### config.mk
export PLATFORM = sky130hd
export DESIGN_NAME = bcd_split_counter
export DESIGN_NICKNAME = d
export VERILOG_FILES = /design/src/rtl/bsc_pkg.sv /design/src/rtl/bsc_fall_sync.sv /design/src/rtl/bsc_div2.sv /design/src/rtl/bsc_div5.sv /design/src/rtl/bcd_split_counter.sv
export SDC_FILE = /design/constraint.sdc
export NUM_CORES = 1
export LEC_CHECK = 0
export CORE_AREA = 5 5 42 44
export CTS_BUF_LIST = sky130_fd_sc_hd__clkbuf_16
export CTS_CLUSTER_DIAMETER = 150
export DETAILED_ROUTE_END_ITERATION = 16
export DIE_AREA = 0 0 47 49
export DONT_BUFFER_PORTS = 1
export HOLD_SLACK_MARGIN = 0.08
export MAX_ROUTING_LAYER = met4
export PLACE_DENSITY = 0.5
export RECOVER_POWER = 25
export SLEW_MARGIN = 5
export SYNTH_ARGS = -nofsm -noshare
export SYNTH_HDL_FRONTEND = slang
export SYNTH_SLANG_ARGS = --single-unit
export TNS_END_PERCENT = 100
### constraint.sdc
create_clock -name clk -period 1.2 [get_ports clk]
set_input_delay 0.12 -clock clk [delete_from_list [all_inputs] [get_ports clk]]
set_output_delay 0.12 -clock clk [all_outputs]
set_load 0.1 [all_outputs]
### src/rtl/bsc_pkg.sv
package bsc_pkg;

    localparam int unsigned   HI_W       = 3;
    localparam logic [HI_W-1:0] HI_LAST  = 3'd4;
    localparam logic [3:0]    PRESET_VAL = 4'b1001;

    typedef struct packed {
        logic clr;
        logic nine;
        logic run;
    } ctl_t;

    typedef struct packed {
        logic [HI_W-1:0] hi;
    } hi_st_t;

    typedef struct packed {
        logic lo;
    } lo_st_t;

endpackage

### src/rtl/bsc_fall_sync.sv
module bsc_fall_sync #(
    parameter int unsigned STAGES = 2
) (
    input  logic clk,
    input  logic rst_n,
    input  logic din,
    output logic fall_o
);
    logic [STAGES-1:0] sh_d, sh_q;
    logic              prev_d, prev_q;

    always_comb begin
        sh_d   = {sh_q[STAGES-2:0], din};
        prev_d = sh_q[STAGES-1];
        fall_o = prev_q & ~sh_q[STAGES-1];
    end

    always_ff @(posedge clk or negedge rst_n) begin
        if (!rst_n) begin
            sh_q   <= '0;
            prev_q <= 1'b0;
        end else begin
            sh_q   <= sh_d;
            prev_q <= prev_d;
        end
    end
endmodule

### src/rtl/bsc_div2.sv
module bsc_div2
    import bsc_pkg::*;
(
    input  logic clk,
    input  logic rst_n,
    input  ctl_t ctl,
    input  logic step,
    output logic lo_o
);
    lo_st_t st_d, st_q;

    always_comb begin
        st_d = st_q;
        if (ctl.nine)
            st_d.lo = PRESET_VAL[0];
        else if (ctl.clr)
            st_d.lo = 1'b0;
        else if (ctl.run && step)
            st_d.lo = ~st_q.lo;
        lo_o = st_q.lo;
    end

    always_ff @(posedge clk or negedge rst_n) begin
        if (!rst_n) st_q <= '0;
        else        st_q <= st_d;
    end
endmodule

### src/rtl/bsc_div5.sv
module bsc_div5
    import bsc_pkg::*;
(
    input  logic            clk,
    input  logic            rst_n,
    input  ctl_t            ctl,
    input  logic            step,
    output logic [HI_W-1:0] hi_o
);
    hi_st_t st_d, st_q;

    always_comb begin
        st_d = st_q;
        if (ctl.nine)
            st_d.hi = PRESET_VAL[3:1];
        else if (ctl.clr)
            st_d.hi = '0;
        else if (ctl.run && step)
            st_d.hi = (st_q.hi >= HI_LAST) ? '0 : st_q.hi + 1'b1;
        hi_o = st_q.hi;
    end

    always_ff @(posedge clk or negedge rst_n) begin
        if (!rst_n) st_q <= '0;
        else        st_q <= st_d;
    end
endmodule

### src/rtl/bcd_split_counter.sv
module bcd_split_counter
    import bsc_pkg::*;
#(
    parameter int unsigned SYNC_STAGES    = 2,
    parameter bit          CHAIN_INTERNAL = 1'b0
) (
    input  logic       clk,
    input  logic       rst_n,
    input  logic       tick_a,
    input  logic       tick_b,
    input  logic       clr_a,
    input  logic       clr_b,
    input  logic       nine_a,
    input  logic       nine_b,
    output logic [3:0] q_o
);
    localparam int unsigned N_IN = 2;

    logic [N_IN-1:0] raw_in;
    logic [N_IN-1:0] fall;
    ctl_t            ctl;
    logic            lo_q;
    logic [HI_W-1:0] hi_q;
    logic            step_hi;

    assign raw_in = {tick_b, tick_a};

    for (genvar i = 0; i < N_IN; i++) begin : g_sync
        bsc_fall_sync #(.STAGES(SYNC_STAGES)) u_sync (
            .clk    (clk),
            .rst_n  (rst_n),
            .din    (raw_in[i]),
            .fall_o (fall[i])
        );
    end

    always_comb begin
        ctl.nine = nine_a & nine_b;
        ctl.clr  = clr_a & clr_b;
        ctl.run  = ~ctl.nine & ~ctl.clr;
    end

    if (CHAIN_INTERNAL) begin : g_link
        assign step_hi = fall[0] & lo_q;
    end else begin : g_ext
        assign step_hi = fall[1];
    end

    bsc_div2 u_lo (
        .clk   (clk),
        .rst_n (rst_n),
        .ctl   (ctl),
        .step  (fall[0]),
        .lo_o  (lo_q)
    );

    bsc_div5 u_hi (
        .clk   (clk),
        .rst_n (rst_n),
        .ctl   (ctl),
        .step  (step_hi),
        .hi_o  (hi_q)
    );

    always_comb begin
        if (ctl.nine)      q_o = PRESET_VAL;
        else if (ctl.clr)  q_o = 4'b0000;
        else               q_o = {hi_q, lo_q};
    end
endmodule

== After elaboration in Yosys (flattened, before gate mapping) ==
Cells that the tools add are included.
W data, S select, Z words.
Cells by class
  $add $sub $neg: 1
  reduce and logical (&&, ||, !) cells: 4
  order comparisons: 1
  bitwise gates (word level): 10
  multiplexer cells: 9
Operators by type and width (number)
  $mux W3: 4
  $mux W4: 2
  $reduce_bool A3 Y1: 2
  $and A1 B1 Y1: 5
  $not A1 Y1: 5
  $add A3 B1 Y3 const B: 1
  $ge A3 B3 Y1 const B: 1
  $mux W1: 3
  $logic_and A1 B1 Y1: 2
Storage, ports and cells
  logic and storage cells: 31
  output and inout port bits: 4
  flip-flop bits (word level): 10
  bits of input ports: 8

== Logic depth before layout (Yosys ltp) ==
Gate-level depths: netlist of run 1.
  depth in word-level cells: 7
  depth in mapped cells: 5

== By module ==
A second synthesis of run 1 with hierarchy kept.
Unflattened totals
  cells, all modules: 39
  area total of the unflattened synthesis: 488.0 sq um
Modules (own cells, without submodules)
  bsc_div5: area each 198.9 sq um, instances 1, cells an instance 18
  bsc_fall_sync: area each 88.8 sq um, instances 2, cells an instance 4
  bsc_div2: area each 57.6 sq um, instances 1, cells an instance 5
  bcd_split_counter: area each 53.8 sq um, instances 1, cells an instance 8

== Worst setup path before layout of run 1 ==
No wires, ideal clock.
  path type: flip-flop to output port
  from: reg u_hi.st_q (netlist bit u_hi.hi_o[0])
  to: out q_o[1]
  slack: -0.606 ns
  data required time: 1.080 ns
  arrival: 1.686 ns
  stages on the path, launching flop included: 3
  cells stage by stage: dfrtp_1 -> inv_1 -> nor2_1
Between the ends
  cells in the longest elaborated chain, start to end: 2
RTL lines
  from (decl): RTL line bsc_div5.sv:10  | hi_st_t st_d, st_q;
  from (signal assigned): RTL line bsc_div5.sv:25  | else st_q <= st_d;
  $mux W4: RTL line bcd_split_counter.sv:67  | else if (ctl.clr) q_o = 4'b0000;
  $mux W4: RTL line bcd_split_counter.sv:66  | if (ctl.nine) q_o = PRESET_VAL;
  to (decl): RTL line bcd_split_counter.sv:15  | output logic [3:0] q_o
No other way between the ends.

== Worst setup path after layout of run 1 ==
  from: reg u_hi.st_q (netlist bit u_hi.hi_o[0])
  to: reg u_hi.st_q (netlist bit u_hi.hi_o[2])
Between the ends
  cells in the longest elaborated chain, start to end: 5
RTL lines
  $add A3 B1 Y3 / $ge A3 B3 Y1 (equally long branches): RTL line bsc_div5.sv:19  | st_d.hi = (st_q.hi >= HI_LAST) ? '0 : st_q.hi + 1'b1;
  $mux W3 (*): RTL line bsc_div5.sv:19
  $mux W3 (*): RTL line bsc_div5.sv:18  | else if (ctl.run && step)
  $mux W3 (*): RTL line bsc_div5.sv:16  | else if (ctl.clr)
  $mux W3 (*): RTL line bsc_div5.sv:14  | if (ctl.nine)
Every way passes the cells marked *; elsewhere a longest branch is shown, timed or not. The select of a mux whose other input is x is not followed.
A chain may end at the register's enable or synchronous reset.

==> out/qor.txt, run 1 <==
worst-path maximum fanout: 3
post-synthesis sequential area ratio: 61.3%
fillcell total: 134
final period utilization: 98.2%
FP Rows: 14
clock sink count: 10
CTS Buffer Depth: 2
RSZ-0062 raised after global routing: true
Iteration-0 DRC Markers: 2
CP delay by family, top: flip-flops
diodes inserted: 0
worst reg2reg startpoint: u_hi.hi_o[0]$_DFFE_PN0P_
worst rel slew slack: 71.8%
Root Buffer: clkbuf_16
Congestion Overflow GR: 0
Crit. End Element: flop
ratio of cells with drive above 1 in the final layout: 32.7%
first-pass GRT wire length: 1280 um
DIE AREA: 0.00230 mm^2
max-slew violations: 0
Tightest Hold Check Type: in -> reg
#FFs+latches synth: 10
Critical Path RT: 1.31 ns
die height: 49 um
gpl congestion: 0.631
Leak: 0.311 nW
endpoints failing hold: 0
# nets final: 64
cell taking the most area after synthesis: dfrtp_1
Reg area: 250 um^2
Via density: 4.53
clock slew at reported path FFs: 0.04 ns
Final Critical Period: 1.18 ns
largest net degree at the start of global routing: 11
synth top area cells: dfrtp_1 (61%), nand2_1 (6.4%), ha_1 (6.1%)
port bufs: 0
syn_nets: 47
setup TNS: 0 ns
worst hold path startpoint: nine_b
Reg2Reg Setup Slack: 0.02 ns
DR vias: 308
worst hold stages: 2
setup ws final: 0.0211 ns
Critical R2R Capture: u_hi.hi_o[2]$_DFFE_PN0P_
hold path endpoint: u_lo.lo_o$_DFFE_PN0P_
Worst Tran Pin Value: 0.422 ns
max incr delay on CP: 0.37 ns
most common cell after layout, fill and taps aside: dfrtp_1
status: finished clean
number of synthesis warnings: 0
most frequent cells in the layout: dfrtp_1 (10), nand2_1 (7), buf_4 (5)
Layout area overhead: 64.1%
antenna viol nets, final: 0
floorplan core area: 0.00140 mm^2
PD cells: 1740 mW/mm^2
crit path DAT: 1.28 ns
area of the multi-input gates: 169 um^2
critical path class: reg -> reg
initial core utilization: 29.1%
max-cap viol count: 0
Setup Skew: 0.00132 ns
CTS tree: built
Top Ports: 12
Max Freq: 848 MHz
Yosys cell types: 15
post-detail-place hpwl: 579 um
maximum vdd drop: 0.935 mV
Post-Synthesis Cells: 37
Post-Syn Area per Cell: 11.0 um^2
routed wire length: 731 um
Die X: 47 um
Post-Syn Area: 408 um^2
Detailed Routing Iterations Pass 1: 2
wire length per cell: 10.8 um
dpl ws: 0.0134 ns
number of global-route vias before repair: 306
startpoint types: flop
endpoints failing setup: 0
htree depth: 1
Synth top area share: 61.3%
r2r worst-path depth: 5
initial antenna violation count: 0
Crit-path slowest cell: dfrtp_1
clock latency on the worst-skew pair: 0.23 ns
worst-path cell chain: buf_4, ha_1, nor4bb_1, a21oi_1, o21ai_1
Critical path buffers and inverters: 1
total track usage: 8.27%
Post-route DRC: 0
Inserted Clock Buffers: 3
[metrics by stage]
step	instance area (um^2)	cells	utilization [%]	hold slack [ns]	total power [W]
4_1_cts	662	67	47.2	0.108	0.00118
5_1_grt	669	68	47.8	0.144	0.00121
6_report	669	68	47.8	0.112	0.00117
2_1_floorplan	423	37	-	-0.176	0.000518
3_5_place_dp	546	60	38.9	-0.175	0.000597
3_3_place_gp	546	60	38.9	-0.175	0.000591
[how the worst max path moves through the flow]
stage	slack [ns]	cells after the start	endpoint	from
CTS	0.008	4	q_o[2]	u_hi.hi_o[1]$_DFFE_PN0P_
detailed placement	0.01	5	u_hi.hi_o[1]$_DFFE_PN0P_	u_hi.hi_o[1]$_DFFE_PN0P_
global placement	0.04	5	u_hi.hi_o[1]$_DFFE_PN0P_	u_hi.hi_o[1]$_DFFE_PN0P_
global route	-0.05	5	u_hi.hi_o[1]$_DFFE_PN0P_	u_hi.hi_o[1]$_DFFE_PN0P_
floorplan	-0.01	5	u_hi.hi_o[1]$_DFFE_PN0P_	u_hi.hi_o[0]$_DFFE_PN0P_
finish	0.02	5	u_hi.hi_o[2]$_DFFE_PN0P_	u_hi.hi_o[0]$_DFFE_PN0P_
[state kept, by name, indices dropped and copies added, names as in the netlist]
| name | count |
|---|---|
| g_sync.u_sync.prev_q | 2 |
| g_sync.u_sync.sh_q | 4 |
| u_hi.hi_o | 3 |
| u_lo.lo_o | 1 |
[cells in the mapped netlist]
| cell | n |
|---|---|
| o21ai_0 | 1 |
| mux2i_1 | 1 |
| a21oi_1 | 2 |
| xnor2_1 | 1 |
| dfrtp_1 | 10 |
| and4bb_2 | 1 |
| nor2_1 | 5 |
| nand2b_1 | 1 |
| nor4bb_1 | 1 |
| inv_1 | 2 |
| and2_1 | 1 |
| o21ai_1 | 1 |
| nand2_1 | 7 |
| ha_1 | 2 |
| nor2b_1 | 1 |
[routing by layer]
metal | global-route usage, % | vias to the layer above | wire length, um
met4 | 6.91 | 0 | 17
met5 | - | - | 0
met2 | 11.8 | 11 | 363
met3 | 2.21 | 2 | 47
met1 | 9.15 | 145 | 302
li1 | - | 150 | -
[logic make-up (layout without fill, tap and decap cells)]
logic type,Yosys count,count (layout),synth area share (%)
simple gates,17,17,21.2
flops,10,10,61.3
compound gates,4,4,4.91
fa+ha+maj,2,2,6.13
buf+inv,2,17,1.84
xor+xnor,1,1,2.15
mux,1,1,2.45
[worst reg2reg max path, stage by stage, from the launching register on]
cell and delay [ns]:
dfrtp_1 0.37, buf_4 0.14, ha_1 0.18, nor4bb_1 0.14
a21oi_1 0.14, o21ai_1 0.09
[area by class of cell]
cell class	count	area share (%)
Clock buffer	3	11.2
Inverter	2	1.12
Multi-Input combinational cell	25	25.2
Sequential cell	10	37.4
Tap cell	16	2.99
Timing Repair Buffer	12	22.1
[power by group]
group          switching [W]  internal, W  total, W
logic               0.000140    0.0000871  0.000227
clock network       0.000131     0.000430  0.000561
registers          0.0000165     0.000363  0.000380
total               0.000287     0.000880   0.00117
[repair_timing]
action / 4_1_cts / 5_1_grt
pin swaps: 1 / 1
resized for setup: 1 / 1
buffers inserted: 1 / 1
hold endpoints to repair: 12 / 0
setup endpoints to repair: 2 / 4
hold buffers: 3 / 0
No activity file was read; power rests on OpenSTA's default activity.
==> inputs of run 2 (changes only) <==
==> constraint.sdc (replaced) <==
create_clock -name clk -period 1.2 [get_ports clk]
set_input_delay 0.06 -clock clk [delete_from_list [all_inputs] [get_ports clk]]
set_output_delay 0.06 -clock clk [all_outputs]
set_load 0.1 [all_outputs]
==> out/qor.txt, run 2 (synthesis results as in run 1) <==
total track usage: 8.34% (+0.073 points)
Top Ports: 12 (unchanged)
max-slew violations: 0 (unchanged)
dpl ws: 0.0134 ns (unchanged)
Congestion Overflow GR: 0 (unchanged)
startpoint types: flop
status: finished clean
Max Freq: 847 MHz (-0.19%)
maximum vdd drop: 0.939 mV (+0.32%)
port bufs: 0 (unchanged)
first-pass GRT wire length: 1300 um (+1.1%)
number of global-route vias before repair: 317 (+3.6%)
worst rel slew slack: 71.7% (about the same)
gpl congestion: 0.631 (unchanged)
Reg area: 250 um^2 (unchanged)
post-detail-place hpwl: 579 um (unchanged)
Layout area overhead: 73.0%
CP Launch Point: u_hi.hi_o[0]$_DFFE_PN0P_
endpoints failing hold: 0 (unchanged)
Detailed Routing Iterations Pass 1: 2 (unchanged)
Pwr Total: 0.00118 W (+1.1%)
RSZ-0062 raised after global routing: true
max incr delay on CP: 0.36 ns (about the same)
routed wire length: 774 um (+5.9%)
CTS tree: built
fillcell total: 133 (-0.75%)
initial antenna violation count: 0 (unchanged)
DR vias: 319 (+3.6%)
setup ws final: 0.0188 ns (-0.00221 ns)
htree depth: 1 (unchanged)
diodes inserted: 0 (unchanged)
clock latency on the worst-skew pair: 0.23 ns (about the same)
Placed Cells: 60 (unchanged)
setup TNS: 0 ns (unchanged)
CTS Buffer Depth: 2 (unchanged)
endpoints failing setup: 0 (unchanged)
worst hold path startpoint: clr_a
wire length per cell: 11.1 um (+2.9%)
die height: 49 um (unchanged)
floorplan core area: 0.00140 mm^2 (unchanged)
ratio of cells with drive above 1 in the final layout: 35.2% (+2.5 points)
Root Buffer: clkbuf_16
# nets final: 66 (+3.1%)
most frequent cells in the layout: dfrtp_1 (10), nand2_1 (7), dlygate4sd3_1 (5)
Tightest Hold Check Type: in -> reg
crit path DAT: 1.33 ns (+0.05 ns)
clock slew at reported path FFs: 0.04 ns (about the same)
Die X: 47 um (unchanged)
area of the multi-input gates: 181 um^2 (+7.4%)
Reg with most FFs: g_sync.u_sync.sh_q
Setup Skew: 0.00134 ns (+0.0000207 ns)
Crit. End Element: flop
Layout Utilization: 50.4% (+2.6 points)
most common cell after layout, fill and taps aside: dfrtp_1
Final Critical Period: 1.18 ns (+0.00221 ns)
antenna viol nets, final: 0 (unchanged)
Crit-path slowest cell: dfrtp_1
Post-route DRC: 0 (unchanged)
initial core utilization: 29.1% (unchanged)
non-filler cells in the finished layout: 70 (+2.9%)
PD cells: 1670 mW/mm^2 (-4.1%)
max-cap viol count: 0 (unchanged)
max reg flops: 4 (unchanged)
FP Rows: 14 (unchanged)
Inserted Clock Buffers: 3 (unchanged)
worst-path cell chain: buf_6, ha_1, nor4bb_1, a21oi_1, o21ai_1
clock sink count: 10 (unchanged)
Via density: 4.56 (+0.61%)
Leak: 0.319 nW (+2.7%)
Critical Path RT: 1.35 ns (+0.04 ns)
DIE AREA: 0.00230 mm^2 (unchanged)
Worst Tran Pin Value: 0.422 ns (+0.000433 ns)
worst reg2reg startpoint: u_hi.hi_o[0]$_DFFE_PN0P_
Iteration-0 DRC Markers: 2 (unchanged)
final period utilization: 98.4% (+0.18 points)
worst-path maximum fanout: 3 (unchanged)
critical path class: reg -> reg
largest net degree at the start of global routing: 11 (unchanged)
==> run 2: changes by cell type in the layout (fill, tap and decap cells not counted) <==
cell / before / now
buf_4: 5 / 4
buf_6: 0 / 1
dlygate4sd3_1: 3 / 5
ha_1: 2 / 1
inv_2: 1 / 2
inv_1: 1 / 0
ha_4: 0 / 1
==> run 2: final timing paths <==
kind | cells past startpoint | slack [ns] | endpoint
min | 2 | 0.07 | u_hi.hi_o[2]$_DFFE_PN0P_
max reg2reg | 5 | 0.02 | u_hi.hi_o[2]$_DFFE_PN0P_
max in group asynchronous | 1 | 0.70 | u_hi.hi_o[0]$_DFFE_PN0P_
max | 5 | 0.02 | u_hi.hi_o[2]$_DFFE_PN0P_
min reg2reg | 0 | 0.35 | g_sync[1].u_sync.sh_q[1]$_DFF_PN0_
min in group asynchronous | 1 | 0.20 | g_sync[0].u_sync.sh_q[0]$_DFF_PN0_
==> run 2: power by group <==
group	leakage, nW	switching (W)	internal [W]
Clock	0.0370	0.000131	0.000430
Combinational	0.162	0.000143	0.0000951
Sequential	0.121	0.0000175	0.000363
Total	0.319	0.000292	0.000888
==> run 2: what timing repair did <==
item                                   CTS  global route
pin swaps                                0             2
hold buffers                             5             0
endpoints found under the hold margin   14             0
resized for setup                        1             4
setup buffers                            1             1
setup endpoints to repair                1             3
==> run 2: metrics by stage <==
stage          instance area (um^2)  hold WS, ns
5_1_grt                         706       0.0844
6_report                        706       0.0735
2_1_floorplan                   423       -0.236
3_5_place_dp                    546       -0.235
3_3_place_gp                    546       -0.235
4_1_cts                         682       0.0812
==> run 2: critical path, delay by kind of cell (launching register included) <==
family / cells / cell delay, ns
adders and majority gates: 1 / 0.13
buffers and inverters: 1 / 0.11
DFF: 1 / 0.36
and+or+nand+nor: 1 / 0.26
AOI/OAI and AO/OA: 2 / 0.23
==> run 2: final cells by class <==
cell class | instances | share of cell area, %
clock buffer | 3 | 10.6
inverter | 2 | 1.06
multi-input combinational | 25 | 25.7
sequential | 10 | 35.5
tap | 16 | 2.84
timing repair buffer | 14 | 24.3
==> run 2: per-layer routing <==
metal / vias up / global-route usage, % / routed length, um
met4: 0 / 6.91 / 17
met5: - / - / 0
li1: 155 / - / -
met3: 2 / 2.21 / 47
met1: 151 / 9.15 / 316
met2: 11 / 12.0 / 392
==> inputs of run 3 (changes only) <==
- PLACE_DENSITY: 0.5 -> unset
==> out/qor.txt, run 3 (synthesis results as in run 1) <==
die height: 49 um (unchanged)
clock latency on the worst-skew pair: 0.23 ns (about the same)
Top Ports: 12 (unchanged)
Setup Skew: 0.000554 ns (-0.000783 ns)
Reg2Reg Setup Slack: 0.01 ns (about the same)
worst rel slew slack: 71.7% (about the same)
largest net degree at the start of global routing: 11 (unchanged)
wire length per cell: 11.7 um (+6.2%)
Max Freq: 844 MHz (-0.35%)
PD cells: 1580 mW/mm^2 (-5.2%)
max-slew violations: 0 (unchanged)
Reg with most FFs: g_sync.u_sync.sh_q
Iteration-0 DRC Markers: 3 (+1)
port bufs: 0 (unchanged)
routed wire length: 834 um (+7.8%)
Crit. End Element: flop
CP delay by family, top: flip-flops
critical path depth: 5 (unchanged)
floorplan core area: 0.00140 mm^2 (unchanged)
number of global-route vias before repair: 324 (+2.2%)
Critical R2R Capture: u_hi.hi_o[1]$_DFFE_PN0P_
Final Critical Period: 1.19 ns (+0.00412 ns)
CTS Buffer Depth: 2 (unchanged)
worst-path maximum fanout: 2 (-1)
Via density: 4.42 (-3.0%)
maximum vdd drop: 0.954 mV (+1.6%)
CP endpoint: u_hi.hi_o[1]$_DFFE_PN0P_
ratio of cells with drive above 1 in the final layout: 38.2% (+3.0 points)
max reg flops: 4 (unchanged)
max-cap viol count: 0 (unchanged)
first-pass GRT wire length: 1240 um (-4.8%)
status: finished clean
Layout Utilization: 53.3% (+2.9 points)
Crit-path slowest cell: dfrtp_1
RSZ-0062 raised after global routing: true
Leak: 0.328 nW (+2.8%)
metal2 WL: 436 um (+11%)
Critical Path RT: 1.30 ns (-0.05 ns)
most common cell after layout, fill and taps aside: dfrtp_1
r2r worst-path depth: 5 (unchanged)
total track usage: 7.62% (-0.72 points)
diodes inserted: 0 (unchanged)
post-detail-place hpwl: 546 um (-5.8%)
initial core utilization: 29.1% (unchanged)
crit path DAT: 1.29 ns (-0.04 ns)
worst reg2reg startpoint: u_hi.hi_o[1]$_DFFE_PN0P_
CP Launch Point: u_hi.hi_o[1]$_DFFE_PN0P_
DIE AREA: 0.00230 mm^2 (unchanged)
Tightest Hold Check Type: in -> async
clock sink count: 10 (unchanged)
DR vias: 314 (-1.6%)
initial antenna violation count: 0 (unchanged)
Post-route DRC: 0 (unchanged)
Critical path buffers and inverters: 1 (unchanged)
setup TNS: 0 ns (unchanged)
critical path class: reg -> reg
final period utilization: 98.8% (+0.34 points)
worst-path cell chain: inv_2, ha_4, and4bb_2, a21oi_2, nor2_1
htree depth: 1 (unchanged)
Worst Tran Pin Value: 0.423 ns (+0.000671 ns)
startpoint types: flop
endpoints failing hold: 0 (unchanged)
Congestion Overflow GR: 0 (unchanged)
Root Buffer: clkbuf_16
max incr delay on CP: 0.39 ns (+0.03 ns)
clock slew at reported path FFs: 0.04 ns (about the same)
WL met1: 343 um (+8.5%)
met3 routed WL: 54 um (+15%)
Layout area overhead: 83.1%
# nets final: 67 (+1.5%)
CTS tree: built
Detailed Routing Iterations Pass 1: 4 (+2)
most frequent cells in the layout: dfrtp_1 (10), nand2_1 (7), dlygate4sd3_1 (6)
top layer reached by signal wires: met3
Inserted Clock Buffers: 3 (unchanged)
Die X: 47 um (unchanged)
endpoints failing setup: 0 (unchanged)
FP Rows: 14 (unchanged)
Min Hold Slack: 0.208 ns (+0.134 ns)
antenna viol nets, final: 0 (unchanged)
gpl congestion: 0.705 (+12%)
run 3: cell count changes in the layout (fill, tap and decap cells not counted), sizes merged:
| cell | delta |
|---|---|
| dlygate4sd3 | +1 |
run 3: worst register-to-register path: stages, from the launching register on:
cell      delay (ns)
dfrtp_1         0.39
inv_2           0.09
ha_4            0.20
and4bb_2        0.23
a21oi_2         0.09
nor2_1          0.05
run 3: report_power, final:
part | leakage, nW | internal (W) | switching [W]
sequential | 0.121 | 0.000363 | 0.0000216
clock | 0.0370 | 0.000429 | 0.000122
combinational | 0.170 | 0.000102 | 0.000145
total | 0.328 | 0.000894 | 0.000289
run 3: area by class of cell:
type	count	area (um^2)
Multi-Input combinational cell	25	209
Timing Repair Buffer	15	185
Inverter	2	7.51
Sequential cell	10	250
Fill cell	113	654
Tap cell	16	20.0
Clock buffer	3	75.1
run 3: what timing repair did:
item,4_1_cts,5_1_grt
setup buffers,0,1
hold buffers,6,0
resized for setup,0,10
setup endpoints to repair,0,2
hold endpoints to repair,14,0
run 3: worst min-delay path by stage:
stage | from | endpoint | slack, ns | cells past startpoint
6_report | rst_n | u_hi.hi_o[0]$_DFFE_PN0P_ | 0.21 | 1
5_1_grt | rst_n | u_hi.hi_o[0]$_DFFE_PN0P_ | 0.26 | 1
4_1_cts | rst_n | u_hi.hi_o[0]$_DFFE_PN0P_ | 0.22 | 1
3_5_place_dp | rst_n | u_hi.hi_o[0]$_DFFE_PN0P_ | -0.24 | 0
3_3_place_gp | rst_n | u_hi.hi_o[0]$_DFFE_PN0P_ | -0.24 | 0
2_1_floorplan | rst_n | g_sync[0].u_sync.prev_q$_DFF_PN0_ | -0.24 | 0
run 3: metrics by stage:
| stage | worst slack (ns) | power (W) | instances | instance area [um^2] |
|---|---|---|---|---|
| final | 0.0147 | 0.00118 | 71 | 747 |
| after global routing | -0.0557 | 0.00124 | 71 | 747 |
| after CTS | 0.0176 | 0.00118 | 70 | 688 |
| after detailed placement | 0.0259 | 0.000595 | 61 | 553 |
| after global placement | 0.0343 | 0.000593 | 61 | 553 |
| after floorplan | -0.0102 | 0.000518 | 37 | 423 |
run 3: routing by layer:
metal | track usage (%) | vias to the layer above
met4 | 5.53 | 0
met3 | 2.21 | 0
met2 | 10.6 | 9
met1 | 8.97 | 148
li1 | - | 157
met5 | - | -
